--- src/rtl/bw_pkg.sv ---
package bw_pkg;
  typedef enum logic [2:0] {
    ST_IDLE, ST_DIR_REQ, ST_DIR_RSP, ST_LO_REQ, ST_LO_RSP, ST_HI_REQ, ST_HI_RSP, ST_DONE
  } walk_state_e;
endpackage

--- src/rtl/bw_addr_gen.sv ---
module bw_addr_gen #(
  parameter int ADDR_W   = 64,
  parameter int DIR_LSB  = 32,
  parameter int DIR_BITS = 16,
  parameter int TBL_LSB  = 4,
  parameter int TBL_BITS = 12,
  parameter int DIR_SH   = 3,
  parameter int LEAF_SH  = 4
) (
  input  logic [ADDR_W-1:0] base_i,
  input  logic [ADDR_W-1:0] loc_i,
  input  logic [ADDR_W-1:0] entry_i,
  output logic [ADDR_W-1:0] dir_addr_o,
  output logic [ADDR_W-1:0] lo_addr_o,
  output logic [ADDR_W-1:0] hi_addr_o
);
  localparam logic [ADDR_W-1:0] DIR_MASK = (ADDR_W'(1) << DIR_BITS) - ADDR_W'(1);
  localparam logic [ADDR_W-1:0] TBL_MASK = (ADDR_W'(1) << TBL_BITS) - ADDR_W'(1);
  localparam logic [ADDR_W-1:0] ENT_MASK = ~((ADDR_W'(1) << DIR_SH) - ADDR_W'(1));
  localparam logic [ADDR_W-1:0] HALF     = ADDR_W'(1) << (LEAF_SH - 1);

  logic [ADDR_W-1:0] dir_off, tbl_off, tbl_base;

  always_comb begin
    dir_off    = ((loc_i >> DIR_LSB) & DIR_MASK) << DIR_SH;
    tbl_off    = ((loc_i >> TBL_LSB) & TBL_MASK) << LEAF_SH;
    tbl_base   = entry_i & ENT_MASK;
    dir_addr_o = base_i + dir_off;
    lo_addr_o  = tbl_base + tbl_off;
    hi_addr_o  = lo_addr_o + HALF;
  end
endmodule

--- src/rtl/bw_walk_fsm.sv ---
module bw_walk_fsm
  import bw_pkg::*;
#(
  parameter int ADDR_W = 64,
  parameter int DATA_W = 64
) (
  input  logic              clk_i,
  input  logic              rst_ni,
  input  logic [ADDR_W-1:0] cfg_base_i,
  input  logic              req_valid_i,
  output logic              req_ready_o,
  input  logic              req_store_i,
  input  logic [ADDR_W-1:0] req_loc_i,
  input  logic [DATA_W-1:0] req_lower_i,
  input  logic [DATA_W-1:0] req_upper_i,
  output logic [ADDR_W-1:0] base_q_o,
  output logic [ADDR_W-1:0] loc_q_o,
  output logic [ADDR_W-1:0] entry_q_o,
  input  logic [ADDR_W-1:0] dir_addr_i,
  input  logic [ADDR_W-1:0] lo_addr_i,
  input  logic [ADDR_W-1:0] hi_addr_i,
  output logic              done_o,
  output logic              fault_o,
  output logic [DATA_W-1:0] lower_o,
  output logic [DATA_W-1:0] upper_o,
  output logic              mem_req_valid_o,
  input  logic              mem_req_ready_i,
  output logic [ADDR_W-1:0] mem_req_addr_o,
  output logic              mem_req_write_o,
  output logic [DATA_W-1:0] mem_req_wdata_o,
  input  logic              mem_rsp_valid_i,
  input  logic [DATA_W-1:0] mem_rsp_rdata_i
);
  walk_state_e state_q;
  logic              store_q, fault_q;
  logic [ADDR_W-1:0] base_q, loc_q, entry_q;
  logic [DATA_W-1:0] wlo_q, whi_q, lo_q, hi_q;

  always_ff @(posedge clk_i or negedge rst_ni) begin
    if (!rst_ni) begin
      state_q <= ST_IDLE;
      store_q <= 1'b0;
      fault_q <= 1'b0;
      base_q  <= '0;
      loc_q   <= '0;
      entry_q <= '0;
      wlo_q   <= '0;
      whi_q   <= '0;
      lo_q    <= '0;
      hi_q    <= '0;
    end else begin
      unique case (state_q)
        ST_IDLE: if (req_valid_i) begin
          base_q  <= cfg_base_i;
          loc_q   <= req_loc_i;
          store_q <= req_store_i;
          wlo_q   <= req_lower_i;
          whi_q   <= req_upper_i;
          fault_q <= 1'b0;
          state_q <= ST_DIR_REQ;
        end
        ST_DIR_REQ: if (mem_req_ready_i) state_q <= ST_DIR_RSP;
        ST_DIR_RSP: if (mem_rsp_valid_i) begin
          entry_q <= mem_rsp_rdata_i;
          if (!mem_rsp_rdata_i[0]) begin
            fault_q <= 1'b1;
            state_q <= ST_DONE;
          end else begin
            state_q <= ST_LO_REQ;
          end
        end
        ST_LO_REQ: if (mem_req_ready_i) state_q <= ST_LO_RSP;
        ST_LO_RSP: if (mem_rsp_valid_i) begin
          if (!store_q) lo_q <= mem_rsp_rdata_i;
          state_q <= ST_HI_REQ;
        end
        ST_HI_REQ: if (mem_req_ready_i) state_q <= ST_HI_RSP;
        ST_HI_RSP: if (mem_rsp_valid_i) begin
          if (!store_q) hi_q <= mem_rsp_rdata_i;
          state_q <= ST_DONE;
        end
        ST_DONE: state_q <= ST_IDLE;
        default: state_q <= ST_IDLE;
      endcase
    end
  end

  always_comb begin
    req_ready_o     = (state_q == ST_IDLE);
    done_o          = (state_q == ST_DONE);
    fault_o         = done_o && fault_q;
    lower_o         = lo_q;
    upper_o         = hi_q;
    base_q_o        = base_q;
    loc_q_o         = loc_q;
    entry_q_o       = entry_q;
    mem_req_valid_o = (state_q == ST_DIR_REQ) || (state_q == ST_LO_REQ) || (state_q == ST_HI_REQ);
    mem_req_write_o = store_q && ((state_q == ST_LO_REQ) || (state_q == ST_HI_REQ));
    mem_req_wdata_o = (state_q == ST_HI_REQ) ? whi_q : wlo_q;
    unique case (state_q)
      ST_LO_REQ: mem_req_addr_o = lo_addr_i;
      ST_HI_REQ: mem_req_addr_o = hi_addr_i;
      default:   mem_req_addr_o = dir_addr_i;
    endcase
  end

  p_req_hold_r6: assert property (@(posedge clk_i) disable iff (!rst_ni)
    mem_req_valid_o && !mem_req_ready_i |=> mem_req_valid_o && $stable(mem_req_addr_o));
  p_idle_only_r7: assert property (@(posedge clk_i) disable iff (!rst_ni)
    req_ready_o |-> !mem_req_valid_o && !done_o);
  p_done_pulse_r8: assert property (@(posedge clk_i) disable iff (!rst_ni)
    done_o |=> !done_o);
  p_fault_with_done_r8: assert property (@(posedge clk_i) disable iff (!rst_ni)
    fault_o |-> done_o);
  p_invalid_stops_r2: assert property (@(posedge clk_i) disable iff (!rst_ni)
    (state_q == ST_DIR_RSP) && mem_rsp_valid_i && !mem_rsp_rdata_i[0] |=> done_o && fault_o);
  p_no_write_dir_r5: assert property (@(posedge clk_i) disable iff (!rst_ni)
    (state_q == ST_DIR_REQ) |-> !mem_req_write_o);
  p_base_held_r9: assert property (@(posedge clk_i) disable iff (!rst_ni)
    !req_ready_o && !$past(req_ready_o) |-> $stable(base_q) && $stable(loc_q));
endmodule

--- src/rtl/bounds_walker.sv ---
module bounds_walker #(
  parameter int ADDR_W   = 64,
  parameter int DATA_W   = 64,
  parameter int DIR_LSB  = 32,
  parameter int DIR_BITS = 16,
  parameter int TBL_LSB  = 4,
  parameter int TBL_BITS = 12
) (
  input  logic              clk_i,
  input  logic              rst_ni,
  input  logic [ADDR_W-1:0] cfg_dir_base_i,
  input  logic              req_valid_i,
  output logic              req_ready_o,
  input  logic              req_store_i,
  input  logic [ADDR_W-1:0] req_loc_i,
  input  logic [DATA_W-1:0] req_lower_i,
  input  logic [DATA_W-1:0] req_upper_i,
  output logic              done_o,
  output logic              fault_o,
  output logic [ADDR_W-1:0] fault_addr_o,
  output logic [DATA_W-1:0] lower_o,
  output logic [DATA_W-1:0] upper_o,
  output logic              mem_req_valid_o,
  input  logic              mem_req_ready_i,
  output logic [ADDR_W-1:0] mem_req_addr_o,
  output logic              mem_req_write_o,
  output logic [DATA_W-1:0] mem_req_wdata_o,
  input  logic              mem_rsp_valid_i,
  input  logic [DATA_W-1:0] mem_rsp_rdata_i
);
  localparam int WORD_BYTES = DATA_W / 8;
  localparam int DIR_SH     = $clog2(WORD_BYTES);
  localparam int LEAF_SH    = DIR_SH + 1;

  logic [ADDR_W-1:0] base_q, loc_q, entry_q, dir_addr, lo_addr, hi_addr;

  bw_addr_gen #(
    .ADDR_W(ADDR_W), .DIR_LSB(DIR_LSB), .DIR_BITS(DIR_BITS),
    .TBL_LSB(TBL_LSB), .TBL_BITS(TBL_BITS), .DIR_SH(DIR_SH), .LEAF_SH(LEAF_SH)
  ) u_addr (
    .base_i(base_q), .loc_i(loc_q), .entry_i(entry_q),
    .dir_addr_o(dir_addr), .lo_addr_o(lo_addr), .hi_addr_o(hi_addr)
  );

  bw_walk_fsm #(.ADDR_W(ADDR_W), .DATA_W(DATA_W)) u_fsm (
    .clk_i, .rst_ni,
    .cfg_base_i(cfg_dir_base_i),
    .req_valid_i, .req_ready_o, .req_store_i, .req_loc_i, .req_lower_i, .req_upper_i,
    .base_q_o(base_q), .loc_q_o(loc_q), .entry_q_o(entry_q),
    .dir_addr_i(dir_addr), .lo_addr_i(lo_addr), .hi_addr_i(hi_addr),
    .done_o, .fault_o, .lower_o, .upper_o,
    .mem_req_valid_o, .mem_req_ready_i, .mem_req_addr_o, .mem_req_write_o, .mem_req_wdata_o,
    .mem_rsp_valid_i, .mem_rsp_rdata_i
  );

  assign fault_addr_o = dir_addr;
endmodule

--- config.mk ---
export PLATFORM = sky130hd
export DESIGN_NAME = bounds_walker
export DESIGN_NICKNAME = d
export VERILOG_FILES = /design/src/rtl/bw_pkg.sv /design/src/rtl/bw_addr_gen.sv /design/src/rtl/bw_walk_fsm.sv /design/src/rtl/bounds_walker.sv
export SDC_FILE = /design/constraint.sdc
export NUM_CORES = 1
export LEC_CHECK = 0
export BUFFER_PORTS_ARGS = -buffer_cell sky130_fd_sc_hd__buf_2
export CORE_AREA = 3 3 255 257
export DETAILED_ROUTE_END_ITERATION = 16
export DIE_AREA = 0 0 258 260
export PLACE_DENSITY_LB_ADDON = 0.08
export SETUP_SLACK_MARGIN = 0.3
export SLEW_MARGIN = 20
export SYNTH_ARGS = -nofsm -noshare
export SYNTH_HDL_FRONTEND = slang
export SYNTH_SLANG_ARGS = --single-unit
--- constraint.sdc ---
create_clock -name clk_i -period 13.8 [get_ports clk_i]
set_clock_uncertainty 0.2 [all_clocks]
set_input_delay 1.38 -clock clk_i [delete_from_list [all_inputs] [get_ports clk_i]]
set_output_delay 1.38 -clock clk_i [all_outputs]
set_load 0.005 [all_outputs]
# Word-level counts from Yosys, hierarchy flattened
# Cells that the tools add are included.
[op_classes]
n_reduce_logical = 13
n_bitwise = 1
n_mux = 15
n_eq_ne = 15
add_sub_neg = 3
[ops]
columns = ["operator", "count"]
rows = [
  ["$pmux W64 S2", 1],
  ["$add A64 B16 Y64", 1],
  ["$add A64 B19 Y64", 1],
  ["$add A64 B4 Y64 const B", 1],
  ["$mux W64", 1],
  ["$mux W3", 8],
  ["$pmux W3 S8", 1],
  ["$ne A2 B2 Y1 const B", 8],
  ["$eq A3 B3 Y1 const B", 4],
  ["$reduce_and A7 Y1", 1],
  ["$eq A3 B2 Y1 const B", 2],
  ["$reduce_and A3 Y1", 2],
  ["$reduce_and A2 Y1", 2],
  ["$reduce_and A4 Y1", 1],
  ["$eq A3 B1 Y1 const B", 1],
  ["$logic_not A3 Y1", 1],
  ["$logic_or A1 B1 Y1", 3],
  ["$mux W1", 3],
  ["$logic_and A1 B1 Y1", 2],
  ["$pmux W1 S2", 1],
  ["$reduce_bool A2 Y1", 1],
  ["$not A1 Y1", 1],
]
[totals]
elab_cells = 57
output_inout_bits = 325
input_bits = 326
regBits = 437

# Logic depth before layout (Yosys ltp)
# Gate-level depths: netlist (run 1).
[logic_depth]
ltp_word = 3
mapped_depth = 15

# Modules after synthesis
# From an unflattened synthesis (run 1), not the netlist that was laid out.
[hier_totals]
hier_cells = 1973
area_unflattened_um2 = 24235.7
[by_module_without_submodules]
columns = ["mod", "seq_area_each_um2", "area_per_inst_um2", "cells_each", "n_inst"]
rows = [
  ["bw_walk_fsm", 11335.9, 19155.9, 1213, 1],
  ["bw_addr_gen", 0.0, 5079.9, 760, 1],
]

# Worst setup path before layout (run 1)
# Ideal clock, no wire load.
[synth_path]
path_type = "reg2out"
start = "reg u_fsm.loc_q[5] (netlist: u_fsm.loc_q_o[5])"
end = "out mem_req_addr_o[63]"
stages_incl_launch_ff = 13
setup_slack_ps = 8377
path_buffers = 0
t_arrival_ps = 3843
t_required_ps = 12220
cell_sequence = "dfrtp_1 > ha_1 > a211oi_1 > o21ai_0 > a211oi_1 > nor3_2 > xnor2_1 > nor4_4 > nand4_4 > nor4_4 > and4_1 > nor3_1 > a221o_1"
[synth_between]
elab_chain_len = 3
[synth_lines]
columns = ["element", "line_no", "text"]
rows = [
  ["start: declaration", "bw_walk_fsm.sv:36", "logic [ADDR_W-1:0] base_q, loc_q, entry_q;"],
  ["start signal: assignment", "bw_walk_fsm.sv:55", "loc_q <= req_loc_i;"],
  ["$add A64 B16 Y64 (*)", "bw_addr_gen.sv:29", "lo_addr_o = tbl_base + tbl_off;"],
  ["$add A64 B4 Y64", "bw_addr_gen.sv:30", "hi_addr_o = lo_addr_o + HALF;"],
  ["$pmux W64 S2 (*)", "bw_walk_fsm.sv:100", "unique case (state_q)"],
  ["end: declaration", "bounds_walker.sv:25", "output logic [ADDR_W-1:0] mem_req_addr_o,"],
]
# Every way passes the cells marked *; elsewhere a longest branch is shown, timed or not.

# Worst setup path in the final report (run 1)
# Same ends and word-level chain as after synthesis.

==> impl_metrics.toml, run 1 <==
[run_status]
status = "finished clean"

[synthesis]
yosysUniqueCellTypes = 80
synth_seq_cells = 414
synth_top_flop_cell = "dfrtp_1"
ys_seq_area_frac = 0.471
synth_largest_area_cell = "dfrtp_1"
syn_avg_cell_area_um2 = 10.9
syn_nets = 2380
ys_warn_count = 0
synthArstFlopShare = 1.00
synth-edff-count = 0
syn_area_mm2 = 0.0220
synth_area_leaders = "dfrtp_1, mux2_2, nand2_1, xnor2_1, xor2_1"
syn_inst = 2023
synth_top_cell_area_share = 0.471

[timing]
tightest_slew_ps = 1160
hold_viol = 0
period_minus_slack_ps = 7140
setup_tns_ps = 0
finalSetupViolCount = 0
max_slew_margin = 0.222
holdWs_ps = 299
post-route-period-util = 0.517
maxSlewViolCount = 0
rsz0062_at_grt = "no"
fmax_ghz = 0.140

[cells_and_area]
final_common_cell = "buf_2"
finalNetCount = 2947
areaGrowthSynthToFinish_pct = 25.6
drive_gt1_frac = 0.437
fillers = 6128
regArea_mm2 = 0.0104
multi_input_area_mm2 = 0.0112
most-common-layout-cells = "buf_2, dfrtp_1, mux2_2, nand2_1, xnor2_1"

[grt]
first_global_vias = 18142
antenna_found_initial = 22
grt.total_usage = 0.227
overflow = 0
grt_max_degree = 163
grt_pass1_wl_um = 116000

[worst_setup_path]
worstReg2RegEnd = "u_fsm.loc_q_o[14]"
crit_type = "flip-flop to output port"
cp_max_fo = 9
arrival_ps = 5560
r2r_cells = 4
critPathRequiredTime_ps = 12220
regToRegSetupSlack_ps = 10360
timing.rr.start = "u_fsm.state_q[0]"
start_kind = "flip-flop"
end_kind = "output port"
crit_start = "u_fsm.loc_q_o[5]"
endpoint = "mem_req_addr_o[63]"

[placement]
portBuffers = 614
hpwl_um = 61100
gp_congestion = 0.909

[power_and_ir_drop]
ir_drop_mv = 0.111
power.leakage_uw = 0.0128
power_density_mw_per_mm2 = 275
p_total_uw = 7610

[cts]
clock_sinks = 414
clkTransAtPathRegs_ps = 60
post_cts_buffers = 0
htree_levels = 2
clock-root-buffer = "clkbuf_16"
cts_buffers = 49
clockBufferDepth = 3
cts_resized = 0
cts_hold_buf = 0
clock_latency_ps = 580
cts_tree = "built"

[routing]
route.met2.wl_um = 36300
num_vias = 18031
firstDrtPassIters = 5
post_drt_wl_per_cell_um = 22.5
drt_iter0_markers = 1072
antenna_left = 0
wl_met1_um = 33200
finalWirelength_um = 78600
via_per_inst = 5.17
top_layer_used = "met5"
drc = 0
met3_length_um = 5840

[flow_run]
cap_violations = 0

[floorplanning]
num_rows = 92
start_util = 0.350
pin_count = 651
core_mm2 = 0.0630
die_x_um = 258
die_y_um = 260
die-area_mm2 = 0.0671

[worst_hold_path]
min_path_type = "flip-flop to flip-flop"
==> where the power goes <==
group | switching (uW) | internal [uW]
Combinational | 2200 | 1720
Clock | 531 | 864
Sequential | 458 | 1830
==> synthesized netlist by cell type, drive strengths merged, types with 22 or more instances <==
master / n
nand2: 306
a22oi: 32
o21ai: 83
nor4: 22
a21oi: 45
nor2: 68
inv: 26
nor3: 38
buf: 24
nand4: 40
dfrtp: 414
ha: 29
clkbuf: 87
nand3: 42
xnor2: 94
and3: 25
mux2: 398
xor2: 62
==> through the flow <==
| stage | cell area [um^2] | utilization | worst slack (ps) | instances |
|---|---|---|---|---|
| 6_report | 27600 | 0.439 | 6660 | 3486 |
| 5_1_grt | 27600 | 0.439 | 6160 | 3482 |
| 4_1_cts | 27600 | 0.439 | 6570 | 3476 |
| 3_5_place_dp | 25900 | 0.411 | 7230 | 3385 |
| 3_3_place_gp | 25900 | 0.411 | 7200 | 3385 |
| 2_1_floorplan | 22000 | - | 8380 | 2023 |
==> worst min-delay path by stage <==
stage	startpoint	to	slack, ps	cells after the start
2_1_floorplan	u_fsm.whi_q[63]	u_fsm.whi_q[63]	280	1
3_3_place_gp	u_fsm.lower_o[3]	u_fsm.lower_o[3]	280	1
3_5_place_dp	u_fsm.lower_o[58]	u_fsm.lower_o[58]	290	1
6_report	u_fsm.upper_o[49]	u_fsm.upper_o[49]	300	1
4_1_cts	u_fsm.lower_o[58]	u_fsm.lower_o[58]	300	1
5_1_grt	u_fsm.upper_o[49]	u_fsm.upper_o[49]	310	1
==> sequential cells by signal, indices dropped and copies added, names as in the netlist <==
| signal | count |
|---|---|
| u_fsm.entry_q_o | 61 |
| u_fsm.base_q_o | 64 |
| u_fsm.loc_q_o | 28 |
| u_fsm.upper_o | 64 |
| u_fsm.store_q | 1 |
| u_fsm.fault_q | 1 |
| u_fsm.lower_o | 64 |
| u_fsm.whi_q | 64 |
| u_fsm.state_q | 3 |
| u_fsm.wlo_q | 64 |
==> kinds of logic after synthesis <==
| kind of cell | count (synthesis) | synth area share |
|---|---|---|
| AND/OR/NAND/NOR | 616 | 0.137 |
| adder cells (fa/ha/maj) | 31 | 0.0183 |
| flip-flops | 414 | 0.471 |
| multiplexers | 403 | 0.206 |
| XOR/XNOR | 156 | 0.0624 |
| AO/OA/AOI/OAI | 266 | 0.0810 |
| buffers and inverters | 137 | 0.0246 |
==> layer usage <==
metal  up-vias  GRT usage
met2       614      0.363
met4        20     0.0924
met1      8867      0.287
met5         -          0
li1       8373          -
met3       157     0.0670
==> area by class of cell <==
class,instances,share of cell area
antenna,10,0.000905
clock buffer,67,0.0523
clock inverter,24,0.0112
inverter,26,0.00353
multi-input combinational,1472,0.404
sequential,414,0.375
tap,846,0.0383
timing repair buffer,627,0.115
==> worst max-delay path, stage by stage, from the launching register on <==
cell and delay [ps]:
dfrtp_1 380, ha_1 290, a211oi_1 510, o21ai_0 370, a22oi_1 620, and2_1 300, xor2_1 180, nor4_2 650
nand3_1 360, nor4_4 560, and4_1 290, nor3_1 50, a221o_1 270, buf_2 140
Power figures use the tool's default switching activity.
==> run 2: changes to the inputs <==
--- a/config.mk
+++ b/config.mk
@@ -6,9 +6,9 @@
 export NUM_CORES = 1
 export LEC_CHECK = 0
 export BUFFER_PORTS_ARGS = -buffer_cell sky130_fd_sc_hd__buf_2
-export CORE_AREA = 3 3 255 257
+export CORE_AREA = 3 3 253 255
 export DETAILED_ROUTE_END_ITERATION = 16
-export DIE_AREA = 0 0 258 260
+export DIE_AREA = 0 0 256 258
 export PLACE_DENSITY_LB_ADDON = 0.08
 export SETUP_SLACK_MARGIN = 0.3
 export SLEW_MARGIN = 20
==> constraint.sdc (replaced) <==
create_clock -name clk_i -period 6.3 [get_ports clk_i]
set_clock_uncertainty 0.2 [all_clocks]
set_input_delay 0.63 -clock clk_i [delete_from_list [all_inputs] [get_ports clk_i]]
set_output_delay 0.63 -clock clk_i [all_outputs]
set_load 0.005 [all_outputs]
==> run 2 against run 1 <==
Effect of this change: setup slack worse by 6200 ps; sequential power rose by 120%; clock-buffer cell count increased by 3; clock power rose by 110%; sequential cell count stayed put; worst hold slack got worse by 250 ps; design area increased by 0.67%; final cell count is 0.32% higher; die area is 1.5% lower; register-to-register slack lost 7100 ps; via count down 0.16%; combinational power rose by 120%; highest routed layer unchanged.
==> impl_metrics.toml, run 2 (same netlist as run 1, synthesis figures left out) <==
[run_status]
status = "finished clean"

[cts]
clock_latency_ps = 580
cts_buffers = 48
htree_levels = 2
cts_tree = "built"
clockBufferDepth = 3
clock_sinks = 414
clkTransAtPathRegs_ps = 70
clock-root-buffer = "clkbuf_16"

[power_and_ir_drop]
p_clk_frac = 0.173
power_density_mw_per_mm2 = 598
p_total_uw = 16600
ir_drop_mv = 0.236
p_sw_frac = 0.423
p_seq_frac = 0.300
power.internal_uw = 9610
p_sw_uw = 7030
p_comb_frac = 0.527
power.leakage_uw = 0.0129

[timing]
rsz0062_at_grt = "yes"
final.setup.worst_slack_ps = 482
post-route-period-util = 0.924
fmax_ghz = 0.172
setup_tns_ps = 0
tightest_slew_ps = 1050
period_minus_slack_ps = 5820
maxSlewViolCount = 0
max_slew_margin = 0.303
hold_viol = 0
finalSetupViolCount = 0

[routing]
via_per_inst = 5.15
num_vias = 18003
drt_iter0_markers = 1134
finalWirelength_um = 78300
firstDrtPassIters = 6
post_drt_wl_per_cell_um = 22.4
antenna_left = 0
drc = 0

[placement]
hpwl_um = 60400
portBuffers = 614
place_area_mm2 = 0.0260
pre_cts_ws_ps = 505
gp_congestion = 0.940

[worst_setup_path]
start_kind = "flip-flop"
end_kind = "output port"
worstPathCellList = "ha_1 > and4_1 > o211ai_4 > a2111o_1 > and3_1 > or3b_4 > nor4b_4 > buf_4 > nand4_2 > buf_6 > or4_1 > nor3_2 > xor2_1 > o221ai_1 > buf_2"
path_buf_inv = 3
arrival_ps = 4990
cp_max_fo = 11
critPathRequiredTime_ps = 5470
crit_type = "flip-flop to output port"
critical-path-top-delay-family = "simple AND/OR/NAND/NOR gates"
slowest_delay_ps = 550
regToRegSetupSlack_ps = 3280
slowest_stage = "ha_1"

[cells_and_area]
finalCoreUtilization = 0.450
most-common-layout-cells = "buf_2, dfrtp_1, mux2_2, nand2_1, xnor2_1"
final_common_cell = "buf_2"
fillers = 6058
drive_gt1_frac = 0.444
stdcell_area_mm2 = 0.0278
finalNetCount = 2973
areaGrowthSynthToFinish_pct = 26.4

[floorplanning]
num_rows = 91
die_x_um = 256
die-area_mm2 = 0.0660
pin_count = 651
start_util = 0.356
die_y_um = 258
core_mm2 = 0.0618

[grt]
grt.total_usage = 0.230
antenna_found_initial = 13
grt_pass1_wl_um = 117000
grt_max_degree = 153
overflow = 0
first_global_vias = 18163

[flow_run]
cap_violations = 0

[worst_hold_path]
min_path_type = "primary input to flip-flop"
[run 2: stage by stage]
stage	hold slack (ps)	cells
2_1_floorplan	134	2023
3_3_place_gp	285	3387
3_5_place_dp	288	3387
4_1_cts	11.6	3481
5_1_grt	48.0	3495
6_report	51.5	3497
[run 2: power by group through the flow]
stage                     combinational (uW)  clock (uW)  sequential, uW
after floorplan                         5120           0            4740
after global placement                  8640           0            4970
after detailed placement                8690           0            5020
after CTS                               8790        2970            4990
after global routing                    9530        3070            5200
final                                   8770        2880            4990
[run 2: layer usage]
layer	track usage	wire (um)
met3	0.0625	5150
met1	0.287	33100
met2	0.389	37800
met4	0.0660	2220
met5	0	70
[run 2: path summary, 6_finish.rpt]
check                                    from                 end  depth (start not counted)
hold reg to reg             u_fsm.lower_o[11]   u_fsm.lower_o[11]                          1
setup / recovery            u_fsm.loc_q_o[10]  mem_req_addr_o[59]                         15
max in group asynchronous              rst_ni   u_fsm.upper_o[47]                          3
hold / removal             cfg_dir_base_i[40]  u_fsm.base_q_o[40]                          3
min in group asynchronous              rst_ni     u_fsm.whi_q[56]                          2
setup reg to reg             u_fsm.state_q[2]   u_fsm.upper_o[47]                          5
[run 2: layout make-up]
cell class	instances	area, um^2	share of cell area
Antenna cell	7	17.5	0.000629
Clock buffer	70	1420	0.0512
Clock inverter	17	208	0.00746
Inverter	26	97.6	0.00351
Multi-Input combinational cell	1472	11200	0.404
Sequential cell	414	10400	0.372
Tap cell	837	1050	0.0376
Timing Repair Buffer	654	3440	0.124
[run 2: worst min-delay path: cells and delay by family]
kind	cells	cell delay, ps
and+or+nand+nor	1	30
AOI/OAI and AO/OA	1	60
buffers and inverters	1	80
[run 2: timing repair]
| item | CTS | global route |
|---|---|---|
| buffers inserted | 6 | 9 |
| setup endpoints to repair | 20 | 20 |
| hold buffers | 1 | 0 |
| endpoints found under the hold margin | 98 | 0 |
| resized for setup | 5 | 13 |
| gates cloned | 0 | 0 |
| pin swaps | 3 | 5 |
==> run 3: changes to the inputs <==
==> constraint.sdc (replaced) <==
create_clock -name clk_i -period 6.3 [get_ports clk_i]
set_clock_uncertainty 0.2 [all_clocks]
set_input_delay 1.26 -clock clk_i [delete_from_list [all_inputs] [get_ports clk_i]]
set_output_delay 1.26 -clock clk_i [all_outputs]
set_load 0.005 [all_outputs]
==> run 3 against run 2 <==
Effect of this change: worst hold slack improved by 250 ps; sequential power grew 1%; maximum frequency is 4.8% lower; utilization rose by 1.2 points; die area is the same; highest routed layer unchanged; wire length up 0.57%.
==> impl_metrics.toml, run 3 (same netlist as run 1, synthesis figures left out) <==
[cells_and_area]
finalNetCount = 2996
final_common_cell = "buf_2"
drive_gt1_frac = 0.474
most-common-layout-cells = "buf_2, dfrtp_1, mux2_2, nand2_1, xnor2_1"
fillers = 5941
stdcell_area_mm2 = 0.0286
areaGrowthSynthToFinish_pct = 29.8
final_cells = 3521

[worst_setup_path]
slowest_stage = "or4_4"
critical-path-top-delay-family = "simple AND/OR/NAND/NOR gates"
arrival_ps = 4650
path_buf_inv = 4
critPathRequiredTime_ps = 4840
start_kind = "flip-flop"
cp_max_fo = 4
slowest_delay_ps = 520
crit_type = "flip-flop to output port"
end_kind = "output port"
worstPathCellList = "ha_4 > inv_2 > fa_2 > and2b_2 > o211ai_4 > a2111o_1 > and3_4 > or3b_4 > nor4b_4 > buf_6 > buf_4 > nand4_4 > or4_4 > nor3_4 > xor2_1 > o221ai_1 > buf_2"

[routing]
finalWirelength_um = 78800
num_vias = 18141
antenna_left = 0
post_drt_wl_per_cell_um = 22.4
via_per_inst = 5.15
drt_iter0_markers = 1065
drc = 0
firstDrtPassIters = 5

[timing]
tightest_slew_ps = 1070
post-route-period-util = 0.970
hold_viol = 0
setup_tns_ps = 0
rsz0062_at_grt = "yes"
period_minus_slack_ps = 6110
maxSlewViolCount = 0
fmax_ghz = 0.164
max_slew_margin = 0.287
finalSetupViolCount = 0

[cts]
clock_latency_ps = 570
cts_buffers = 49
cts_hold_buf = 0
clock_sinks = 414
clkTransAtPathRegs_ps = 60
htree_levels = 2
cts_tree = "built"
clockBufferDepth = 3
clock-root-buffer = "clkbuf_16"

[floorplanning]
start_util = 0.356
core_mm2 = 0.0618
num_rows = 91
pin_count = 651
die_y_um = 258
die-area_mm2 = 0.0660
die_x_um = 256

[placement]
hpwl_um = 60500
place_area_mm2 = 0.0260
dp.cells = 3390
portBuffers = 614
gp_congestion = 0.949

[grt]
antenna_found_initial = 12
grt_max_degree = 130
overflow = 0
grt_pass1_wl_um = 118000
first_global_vias = 18470
grt.total_usage = 0.231

[flow_run]
cap_violations = 0

[run_status]
status = "finished clean"

[power_and_ir_drop]
ir_drop_mv = 0.249
power.leakage_uw = 0.0132
power_density_mw_per_mm2 = 597

[worst_hold_path]
min_path_type = "flip-flop to flip-flop"
-- run 3: through the flow --
| step | hold WS, ps | power (uW) | setup slack (ps) | utilization |
|---|---|---|---|---|
| detailed placement | 287 | 13700 | 318 | 0.421 |
| finish | 299 | 17100 | 187 | 0.462 |
| CTS | 301 | 17000 | 186 | 0.456 |
| global route | 311 | 18200 | 19.6 | 0.462 |
| floorplan | 281 | 9870 | 997 | - |
| global placement | 283 | 13600 | 358 | 0.421 |
-- run 3: what timing repair did --
action / 4_1_cts / 5_1_grt
resized for setup: 80 / 48
pin swaps: 21 / 20
setup buffers: 22 / 12
setup endpoints to repair: 38 / 35
-- run 3: path summary, 6_finish.rpt --
kind                       cells after the start            endpoint         startpoint  slack [ps]
max in group asynchronous                      2   u_fsm.upper_o[38]             rst_ni        4120
setup / recovery                              17  mem_req_addr_o[59]   u_fsm.loc_q_o[4]         190
setup reg to reg                               5  u_fsm.base_q_o[51]   u_fsm.state_q[1]        3430
hold / removal                                 1   u_fsm.upper_o[54]  u_fsm.upper_o[54]         300
hold reg to reg                                1   u_fsm.upper_o[54]  u_fsm.upper_o[54]         300
min in group asynchronous                      1     u_fsm.whi_q[56]             rst_ni         500
-- run 3: layer usage --
metal  track usage  vias up  part of all wire
met5             0        -           0.00074
met4        0.0797        8             0.033
met3        0.0632      130             0.068
met2         0.387      562              0.48
met1         0.289     9000              0.42
li1              -     8441                 -
-- run 3: area by class of cell --
type / instances / area (um^2) / area share
Multi-Input combinational cell: 1472 / 11700 / 0.411
Tap cell: 837 / 1050 / 0.0366
Timing Repair Buffer: 676 / 3660 / 0.128
Antenna cell: 9 / 22.5 / 0.000788
Inverter: 26 / 97.6 / 0.00341
Clock inverter: 18 / 229 / 0.00801
Sequential cell: 414 / 10400 / 0.363
Clock buffer: 69 / 1420 / 0.0498
-- run 3: report_power, final --
group	switching [uW]	internal, uW	total [uW]	leakage, uW
Combinational	4990	4120	9110	0.00732
Clock	1130	1770	2900	0.000817
Sequential	1040	4010	5040	0.00502
Total	7150	9910	17100	0.0132
